==> config.mk <==
export PLATFORM = sky130hd
export DESIGN_NAME = i2cm_byte_master
export DESIGN_NICKNAME = d
export VERILOG_FILES = /design/src/rtl/i2cm_pkg.sv /design/src/rtl/i2cm_qtick.sv /design/src/rtl/i2cm_engine.sv /design/src/rtl/i2cm_byte_master.sv
export SDC_FILE = /design/constraint.sdc
export NUM_CORES = 1
export LEC_CHECK = 0
export CORE_MARGIN = 2
export CORE_UTILIZATION = 35
export DETAILED_ROUTE_END_ITERATION = 6
export SYNTH_ARGS = -nofsm -noshare
export SYNTH_HDL_FRONTEND = slang
export SYNTH_SLANG_ARGS = --single-unit
==> constraint.sdc <==
create_clock -name clk -period 2.1 [get_ports clk]
set_input_delay 0.525 -clock clk [delete_from_list [all_inputs] [get_ports clk]]
set_output_delay 0.525 -clock clk [all_outputs]
set_load 0.01 [all_outputs]
==> src/rtl/i2cm_pkg.sv <==
package i2cm_pkg;
   // control register bit positions
   localparam int CB_START = 0;
   localparam int CB_STOP  = 1;
   localparam int CB_NAK   = 2;
   localparam int CB_TXB   = 3;
   localparam int CB_MEN   = 5;
   localparam int CB_EN    = 6;
   localparam int CB_GCD   = 7;
   localparam int CB_RST   = 14;
   localparam int CB_SPD   = 16;
   // status register bit positions
   localparam int SB_NAK   = 1;
   localparam int SB_UBUSY = 2;
   localparam int SB_BBUSY = 3;
   localparam int SB_TXE   = 6;
   localparam int SB_RXF   = 7;

   typedef enum logic [2:0] {
      ENG_IDLE,
      ENG_START,
      ENG_BIT,
      ENG_HOLD,
      ENG_STOP
   } eng_st_e;

   typedef struct packed {
      logic       start;
      logic       stop;
      logic       nak;
      logic [7:0] data;
   } byte_cmd_t;
endpackage

==> src/rtl/i2cm_qtick.sv <==
module i2cm_qtick #(
   parameter int QTR_STD  = 250,
   parameter int QTR_FAST = 63
) (
   input  logic clk,
   input  logic rst_n,
   input  logic run,
   input  logic fast,
   output logic tick
);
   localparam int QMAX  = (QTR_STD > QTR_FAST) ? QTR_STD : QTR_FAST;
   localparam int CNT_W = $clog2(QMAX) + 1;

   initial begin
      assert (QTR_STD >= 2) else $error("QTR_STD must be at least 2");
      assert (QTR_FAST >= 2) else $error("QTR_FAST must be at least 2");
   end

   logic [CNT_W-1:0] cnt;
   logic [CNT_W-1:0] lim_m1;

   generate
      if (QTR_STD == QTR_FAST) begin : g_single
         assign lim_m1 = CNT_W'(QTR_STD - 1);
      end else begin : g_dual
         logic unused_fast;
         assign unused_fast = 1'b0;
         assign lim_m1 = fast ? CNT_W'(QTR_FAST - 1) : CNT_W'(QTR_STD - 1);
      end
   endgenerate

   generate
      if (QTR_STD == QTR_FAST) begin : g_unused
         logic unused_sel;
         assign unused_sel = fast;
      end
   endgenerate

   always_ff @(posedge clk or negedge rst_n) begin
      if (!rst_n)              cnt <= '0;
      else if (!run)           cnt <= '0;
      else if (cnt >= lim_m1)  cnt <= '0;
      else                     cnt <= cnt + 1'b1;
   end

   assign tick = run && (cnt >= lim_m1);

   // quarter ticks never come back to back
   p_tick_gap_r11: assert property (@(posedge clk) disable iff (!rst_n)
      tick |=> !tick);
endmodule

==> src/rtl/i2cm_engine.sv <==
module i2cm_engine
   import i2cm_pkg::*;
(
   input  logic      clk,
   input  logic      rst_n,
   input  logic      clr,
   input  logic      tick,
   input  logic      go,
   input  byte_cmd_t cmd,
   input  logic      sda_in,
   output logic      scl_drv,
   output logic      sda_drv,
   output logic      done,
   output logic      done_rx,
   output logic      done_nak,
   output logic [7:0] rx_byte,
   output logic      bus_busy,
   output logic      unit_busy,
   output logic      owned
);
   eng_st_e    st;
   logic [1:0] q;
   logic [3:0] bitn;
   logic [7:0] sh;
   byte_cmd_t  cmd_q;
   logic       rd_mode;
   logic       addr_ph;
   logic       ack_smp;
   logic       rx_cur;

   assign rx_cur    = rd_mode && !addr_ph;
   assign unit_busy = (st == ENG_START) || (st == ENG_BIT) || (st == ENG_STOP);
   assign owned     = (st == ENG_HOLD);
   assign rx_byte   = sh;

   always_ff @(posedge clk or negedge rst_n) begin
      if (!rst_n) begin
         st <= ENG_IDLE; q <= '0; bitn <= '0; sh <= '0; cmd_q <= '0;
         rd_mode <= 1'b0; addr_ph <= 1'b0; ack_smp <= 1'b0;
         scl_drv <= 1'b0; sda_drv <= 1'b0; bus_busy <= 1'b0;
         done <= 1'b0; done_rx <= 1'b0; done_nak <= 1'b0;
      end else if (clr) begin
         st <= ENG_IDLE; q <= '0; bitn <= '0;
         rd_mode <= 1'b0; addr_ph <= 1'b0;
         scl_drv <= 1'b0; sda_drv <= 1'b0; bus_busy <= 1'b0;
         done <= 1'b0;
      end else begin
         done <= 1'b0;
         if (go && (st == ENG_IDLE || st == ENG_HOLD)) begin
            cmd_q <= cmd;
            sh    <= cmd.data;
            q     <= '0;
            bitn  <= '0;
            if (cmd.start) begin
               st      <= ENG_START;
               addr_ph <= 1'b1;
            end else begin
               st <= ENG_BIT;
            end
         end else if (tick) begin
            q <= q + 2'd1;
            unique case (st)
               ENG_START: begin
                  unique case (q)
                     2'd0: sda_drv <= 1'b0;
                     2'd1: scl_drv <= 1'b0;
                     2'd2: begin sda_drv <= 1'b1; bus_busy <= 1'b1; end
                     default: begin scl_drv <= 1'b1; st <= ENG_BIT; end
                  endcase
               end
               ENG_BIT: begin
                  unique case (q)
                     2'd0: begin
                        if (bitn < 4'd8) sda_drv <= rx_cur ? 1'b0 : ~sh[7];
                        else             sda_drv <= rx_cur ? ~cmd_q.nak : 1'b0;
                     end
                     2'd1: scl_drv <= 1'b0;
                     2'd2: begin
                        if (bitn < 4'd8) sh <= {sh[6:0], sda_in};
                        else             ack_smp <= sda_in;
                     end
                     default: begin
                        scl_drv <= 1'b1;
                        if (bitn == 4'd8) begin
                           done     <= 1'b1;
                           done_rx  <= rx_cur;
                           done_nak <= ack_smp;
                           bitn     <= '0;
                           if (addr_ph) begin
                              rd_mode <= cmd_q.data[0];
                              addr_ph <= 1'b0;
                           end
                           st <= cmd_q.stop ? ENG_STOP : ENG_HOLD;
                        end else begin
                           bitn <= bitn + 4'd1;
                        end
                     end
                  endcase
               end
               ENG_STOP: begin
                  unique case (q)
                     2'd0: sda_drv <= 1'b1;
                     2'd1: scl_drv <= 1'b0;
                     2'd2: begin sda_drv <= 1'b0; bus_busy <= 1'b0; end
                     default: begin st <= ENG_IDLE; rd_mode <= 1'b0; end
                  endcase
               end
               default: q <= '0;
            endcase
         end
      end
   end

   // SDA holds still across a high SCL inside a data or acknowledge bit
   p_sda_hi_stable_r11: assert property (@(posedge clk) disable iff (!rst_n || clr)
      (st == ENG_BIT && $past(st) == ENG_BIT && !scl_drv && !$past(scl_drv))
      |-> $stable(sda_drv));

   // bus busy rises only as SDA falls under a high SCL
   p_start_scl_hi_r3: assert property (@(posedge clk) disable iff (!rst_n || clr)
      $rose(bus_busy) |-> (!scl_drv && sda_drv));

   // bus busy falls only with both lines released
   p_stop_release_r7: assert property (@(posedge clk) disable iff (!rst_n)
      ($fell(bus_busy) && !$past(clr)) |-> (!scl_drv && !sda_drv));

   // a clear request leaves the lines free and the bus idle
   p_clr_release_r9: assert property (@(posedge clk) disable iff (!rst_n)
      clr |=> (!scl_drv && !sda_drv && !bus_busy && !unit_busy));
endmodule

==> src/rtl/i2cm_byte_master.sv <==
module i2cm_byte_master
   import i2cm_pkg::*;
#(
   parameter int ADDR_W   = 4,
   parameter int REG_W    = 32,
   parameter int QTR_STD  = 250,
   parameter int QTR_FAST = 63
) (
   input  logic              clk,
   input  logic              rst_n,
   input  logic              reg_we,
   input  logic [ADDR_W-1:0] reg_addr,
   input  logic [REG_W-1:0]  reg_wdata,
   output logic [REG_W-1:0]  reg_rdata,
   input  logic              sda_in,
   output logic              scl_oe,
   output logic              sda_oe
);
   localparam logic [ADDR_W-1:0] OFF_DATA = ADDR_W'(4);
   localparam logic [ADDR_W-1:0] OFF_CTRL = ADDR_W'(8);
   localparam logic [ADDR_W-1:0] OFF_STAT = ADDR_W'(12);
   localparam logic [1:0]        SPD_FAST = 2'b01;

   initial begin
      assert (ADDR_W >= 4) else $error("ADDR_W too small for the register map");
      assert (REG_W >= 18) else $error("REG_W too small for the control fields");
   end

   // control fields
   logic       c_start, c_stop, c_nak, c_txb, c_men, c_en, c_gcd, c_rst;
   logic [1:0] c_spd;
   // status flags
   logic       s_nak, s_txe, s_rxf;
   logic [7:0] data_q;

   logic       ctrl_wr, stat_wr, data_wr, launch, eng_clr;
   logic       tick, e_done, e_done_rx, e_done_nak, e_bbusy, e_ubusy, e_owned;
   logic [7:0] e_rx;
   byte_cmd_t  e_cmd;
   logic       unused_w;

   assign ctrl_wr = reg_we && (reg_addr == OFF_CTRL);
   assign stat_wr = reg_we && (reg_addr == OFF_STAT);
   assign data_wr = reg_we && (reg_addr == OFF_DATA);
   assign eng_clr = c_rst || !c_en;
   assign unused_w = ^{reg_wdata[REG_W-1:18], reg_wdata[15], reg_wdata[13:8]};

   // a byte phase starts only on a 0->1 TX_BYTE write with the unit on
   assign launch = ctrl_wr && reg_wdata[CB_TXB] && !c_txb
                && c_en && !c_rst && reg_wdata[CB_EN] && !reg_wdata[CB_RST]
                && !e_ubusy && (reg_wdata[CB_START] || e_owned);

   assign e_cmd = '{start: reg_wdata[CB_START], stop: reg_wdata[CB_STOP],
                    nak: reg_wdata[CB_NAK], data: data_q};

   always_ff @(posedge clk or negedge rst_n) begin
      if (!rst_n) begin
         c_start <= 1'b0; c_stop <= 1'b0; c_nak <= 1'b0; c_men <= 1'b0;
         c_en <= 1'b0; c_gcd <= 1'b0; c_rst <= 1'b0; c_spd <= '0;
      end else if (ctrl_wr) begin
         c_start <= reg_wdata[CB_START];
         c_stop  <= reg_wdata[CB_STOP];
         c_nak   <= reg_wdata[CB_NAK];
         c_men   <= reg_wdata[CB_MEN];
         c_en    <= reg_wdata[CB_EN];
         c_gcd   <= reg_wdata[CB_GCD];
         c_rst   <= reg_wdata[CB_RST];
         c_spd   <= reg_wdata[CB_SPD+1:CB_SPD];
      end
   end

   always_ff @(posedge clk or negedge rst_n) begin
      if (!rst_n)                 c_txb <= 1'b0;
      else if (eng_clr || e_done) c_txb <= 1'b0;
      else if (launch)            c_txb <= 1'b1;
   end

   // status: write-one-to-clear, a new event wins over the clear
   always_ff @(posedge clk or negedge rst_n) begin
      if (!rst_n) begin
         s_nak <= 1'b0; s_txe <= 1'b0; s_rxf <= 1'b0;
      end else begin
         if (stat_wr) begin
            if (reg_wdata[SB_NAK]) s_nak <= 1'b0;
            if (reg_wdata[SB_TXE]) s_txe <= 1'b0;
            if (reg_wdata[SB_RXF]) s_rxf <= 1'b0;
         end
         if (e_done) begin
            if (e_done_rx) s_rxf <= 1'b1;
            else begin
               s_txe <= 1'b1;
               if (e_done_nak) s_nak <= 1'b1;
            end
         end
      end
   end

   always_ff @(posedge clk or negedge rst_n) begin
      if (!rst_n)                     data_q <= '0;
      else if (e_done && e_done_rx)   data_q <= e_rx;
      else if (data_wr)               data_q <= reg_wdata[7:0];
   end

   always_comb begin
      reg_rdata = '0;
      if (reg_addr == OFF_DATA) begin
         reg_rdata[7:0] = data_q;
      end else if (reg_addr == OFF_CTRL) begin
         reg_rdata[CB_START] = c_start;
         reg_rdata[CB_STOP]  = c_stop;
         reg_rdata[CB_NAK]   = c_nak;
         reg_rdata[CB_TXB]   = c_txb;
         reg_rdata[CB_MEN]   = c_men;
         reg_rdata[CB_EN]    = c_en;
         reg_rdata[CB_GCD]   = c_gcd;
         reg_rdata[CB_RST]   = c_rst;
         reg_rdata[CB_SPD+1:CB_SPD] = c_spd;
      end else if (reg_addr == OFF_STAT) begin
         reg_rdata[SB_NAK]   = s_nak;
         reg_rdata[SB_UBUSY] = e_ubusy;
         reg_rdata[SB_BBUSY] = e_bbusy;
         reg_rdata[SB_TXE]   = s_txe;
         reg_rdata[SB_RXF]   = s_rxf;
      end
   end

   i2cm_qtick #(.QTR_STD(QTR_STD), .QTR_FAST(QTR_FAST)) u_qtick (
      .clk  (clk),
      .rst_n(rst_n),
      .run  (e_ubusy && !eng_clr),
      .fast (c_spd == SPD_FAST),
      .tick (tick)
   );

   i2cm_engine u_engine (
      .clk      (clk),
      .rst_n    (rst_n),
      .clr      (eng_clr),
      .tick     (tick),
      .go       (launch),
      .cmd      (e_cmd),
      .sda_in   (sda_in),
      .scl_drv  (scl_oe),
      .sda_drv  (sda_oe),
      .done     (e_done),
      .done_rx  (e_done_rx),
      .done_nak (e_done_nak),
      .rx_byte  (e_rx),
      .bus_busy (e_bbusy),
      .unit_busy(e_ubusy),
      .owned    (e_owned)
   );

   // TX_BYTE falls only at byte completion or on abort
   p_txb_selfclr_r2: assert property (@(posedge clk) disable iff (!rst_n)
      $fell(c_txb) |-> ($past(e_done) || $past(eng_clr)));

   // a one written to TXE clears it unless a byte finished at once
   p_w1c_txe_r8: assert property (@(posedge clk) disable iff (!rst_n)
      (stat_wr && reg_wdata[SB_TXE] && !e_done) |=> !s_txe);

   // the unit is busy in the cycle after a launch
   p_launch_busy_r12: assert property (@(posedge clk) disable iff (!rst_n)
      (launch && !eng_clr) |=> e_ubusy);
endmodule

==> results.sh <==
export IMPL_status="finished with violations"
export IMPL_violations="negative setup slack"
export IMPL_worst_setup_path_end_kind="flip-flop"
export IMPL_fill_cells=936
export IMPL_dp_hpwl_mm=6.544
export IMPL_worstPathArrival_ps=2390
export IMPL_total_power_uw=3028
export IMPL_clockBufferDepth=2
export IMPL_synth_fa_ha_area_share_pct=4.187
export IMPL_grt_busiest_layer="met2"
export IMPL_synth_mux_area_share_pct=7.711
export IMPL_yosys_warnings=0
export IMPL_clock_fmax_mhz=464.7
export IMPL_ys_seq_area_share_pct=41.17
export IMPL_crit_type="flip-flop to flip-flop"
export IMPL_slew_viol_final=0
export IMPL_post_synth_top_count_cell="dfrtp_1"
export IMPL_cts_buffers=9
export IMPL_async_flop_share_pct=100.0
export IMPL_synth_compound_area_share_pct=13.96
export IMPL_synthCells=367
export IMPL_fin_nets=507
export IMPL_yosys_area_top_type="dfrtp_1"
export IMPL_finClkSkew_ps=10.29
export IMPL_vias=3052
export IMPL_root_buffer="clkbuf_8"
export IMPL_vias_per_cell=5.147
export IMPL_tns_ps=-413.2
export IMPL_fin_crit_sh_pct=102.5
export IMPL_clk_pin_slew_worst_paths_ps=80
export IMPL_cp_max_fo=7
export IMPL_antenna_left=0
export IMPL_die_w_um=105.2
export IMPL_p_leak_uw=0.002302
export IMPL_netlist_top_cells_count="dfrtp_1 (59), nand2_1 (46), buf_4 (24)"
export IMPL_synth_top_area_share_pct=41.17
export IMPL_synth_edf_count=0
export IMPL_maxCapViolations=0
export IMPL_cts_tree="built"
export IMPL_synth_top_family_by_area="simple AND/OR/NAND/NOR gates"
export IMPL_die_h_um=105.2
export IMPL_fin_crit_ps=2152
export IMPL_gp_congestion=0.8745
export IMPL_synth_simple_area_share_pct=22.23
export IMPL_start_kind="flip-flop"
export IMPL_pin_count=74
export IMPL_grt_pass1_vias=3057
export IMPL_hold_viol=0
export IMPL_required_ps=2340
export IMPL_core_sq_um=9864
export IMPL_grt_pass1_wl_mm=15.39
export IMPL_worst_slack_ps=-52.15
export IMPL_worstHoldPathType="input port to asynchronous set/reset pin"
export IMPL_fp_row_count=36
export IMPL_synth_main_ff_cell="dfrtp_1"
export IMPL_cts_max_level=3
export IMPL_rsz0062_at_grt="yes"
export IMPL_use_met3_pct=3.711
export IMPL_synth_area_leaders="dfrtp_1 (41%), buf_4 (5.0%), nand2_1 (4.8%), ha_1 (4.2%), mux2_2 (4.1%)"
export IMPL_grt_start_max_net_pins=45
export IMPL_synth_xor_area_share_pct=2.198
export IMPL_use_met1_pct=23.05
export IMPL_drc=0
export IMPL_wl_per_cell_um=15.85
export IMPL_ctsHoldBuffers=0
export IMPL_syn_area_per_cell_sq_um=9.771
export IMPL_drt_wl_total_mm=9.399
export IMPL_hold_slack_ps=84.06
export IMPL_worst_skew_pair_late_latency_ps=360
export IMPL_setup_violations=25
export IMPL_area_growth_pct=35.00
export IMPL_die_area_sq_um=11070
export IMPL_portBuffers=31
export IMPL_grt_use_met2_pct=28.71
export IMPL_ir_worst_vdd_mv=0.3365
export IMPL_grt_overflow=0
export IMPL_power_density_nw_per_um2=625.6
export IMPL_drive_gt1_share_pct=33.91
export IMPL_preCtsSetupSlack_ps=-673.7
export IMPL_ys_ff_latch=59
export IMPL_ys_types=62
export IMPL_first_pass_iters=5
export IMPL_antenna_found_initial=0
export IMPL_synth_area_sq_um=3586
export IMPL_antenna_cells=0
export IMPL_dr_first_iter_drc_count=149
export IMPL_initial_core_util_pct=36.35
export IMPL_cts_sinks=59
export IMPL_grtUsageTotal_pct=17.54
export IMPL_rrSetupSlack_ps=-50
[cells by family (layout without fill, tap and decap cells)]
| family | Yosys count | after routing |
|---|---|---|
| AOI/OAI and AO/OA | 65 | 65 |
| other | 1 | 21 |
| adders and majority gates | 12 | 12 |
| DFF | 59 | 59 |
| and+or+nand+nor | 144 | 144 |
| xor gates and xnor gates | 9 | 9 |
| muxes | 26 | 26 |
| buffers and inverters | 51 | 124 |
[placed cells by master (no fill, tap or decap), types with 3 or more instances in the layout]
cell / Yosys / final
inv_1: 12 / 11
nand2_1: 46 / 44
dfrtp_1: 59 / 59
nor4b_1: 4 / 3
a211o_1: 4 / 3
o21ai_0: 11 / 10
mux2_2: 13 / 12
and3_1: 4 / 4
buf_6: 2 / 6
ha_1: 12 / 8
nor2b_1: 9 / 8
a222oi_1: 4 / 4
and2_1: 7 / 6
buf_4: 24 / 56
buf_2: 5 / 9
nor3_1: 7 / 7
xor2_1: 4 / 4
conb_1: 1 / 21
ha_4: 0 / 4
buf_12: 0 / 3
a22o_1: 3 / 3
nand4_1: 6 / 6
xnor2_1: 5 / 4
nor2_1: 16 / 6
nor2_2: 0 / 5
clkbuf_8: 0 / 9
mux2i_1: 13 / 13
clkdlybuf4s50_1: 0 / 15
o211ai_1: 9 / 9
nor2_4: 1 / 6
nand3_1: 21 / 21
a21oi_1: 9 / 8
inv_6: 0 / 3
clkinvlp_4: 0 / 3
[flip-flops by register name, summed over array words and instances, names as in the netlist, 2 cells and up]
| register | cells |
|---|---|
| c_spd | 2 |
| data_q | 8 |
| u_engine.bitn | 4 |
| u_engine.cmd_q | 3 |
| u_engine.q | 2 |
| u_engine.rx_byte | 8 |
| u_engine.st | 3 |
| u_qtick.cnt | 9 |
[metrics by stage]
stage	utilization, %	std cells	instance area [sq um]
final	49.07	593	4841
after global routing	49.07	593	4841
after CTS	47.67	590	4702
after detailed placement	43.13	559	4254
after global placement	43.13	559	4254
after floorplan	-	387	3669
[where the power goes]
part / internal, uW / total, uW / switching (uW)
Sequential: 1220 / 1300 / 74.3
Combinational: 370 / 742 / 372
Clock: 447 / 988 / 541
[routing by layer]
layer	vias up	wire, um
met5	-	0
met4	0	95
met3	13	515
met2	98	4640
met1	1485	4147
li1	1456	-
[cell type report]
type	count	area [sq um]	share of cell area (%)
Multi-Input combinational cell	277	2152	44.46
Sequential cell	59	1476	30.50
Timing Repair Buffer	96	814.5	16.83
Tap cell	133	166.4	3.438
Clock buffer	9	123.9	2.559
Clock inverter	7	60.06	1.241
Inverter	12	47.55	0.9822
[path summary, 6_finish.rpt]
path / start / end / cells after the start
max: c_spd[1]$_DFFE_PN0N_ / u_engine.q[0]$_DFFE_PN0P_ / 7
min: rst_n / u_engine.sda_drv$_DFFE_PN0P_ / 1
max reg2reg: c_spd[1]$_DFFE_PN0N_ / u_engine.q[0]$_DFFE_PN0P_ / 7
min reg2reg: u_engine.done$_DFF_PN0_ / c_txb$_DFFE_PN0P_ / 1
max in group asynchronous: rst_n / u_engine.ack_smp$_DFFE_PN0P_ / 2
min in group clk: u_engine.done$_DFF_PN0_ / c_txb$_DFFE_PN0P_ / 1
[worst max-delay path, cell delays in order (launching register included)]
cell and delay (ps):
dfrtp_1 380, nand2b_4 190, inv_4 80, ha_4 190, a211o_1 350, a41oi_4 400
nor2_2 160, mux2_2 280
[repair_timing]
action,in CTS,in global routing
endpoints found under the setup margin,48,37
gates resized for setup,91,29
buffers inserted,13,3
gates cloned,2,0
pin swaps,35,12
(Power assumes the default switching activity.)
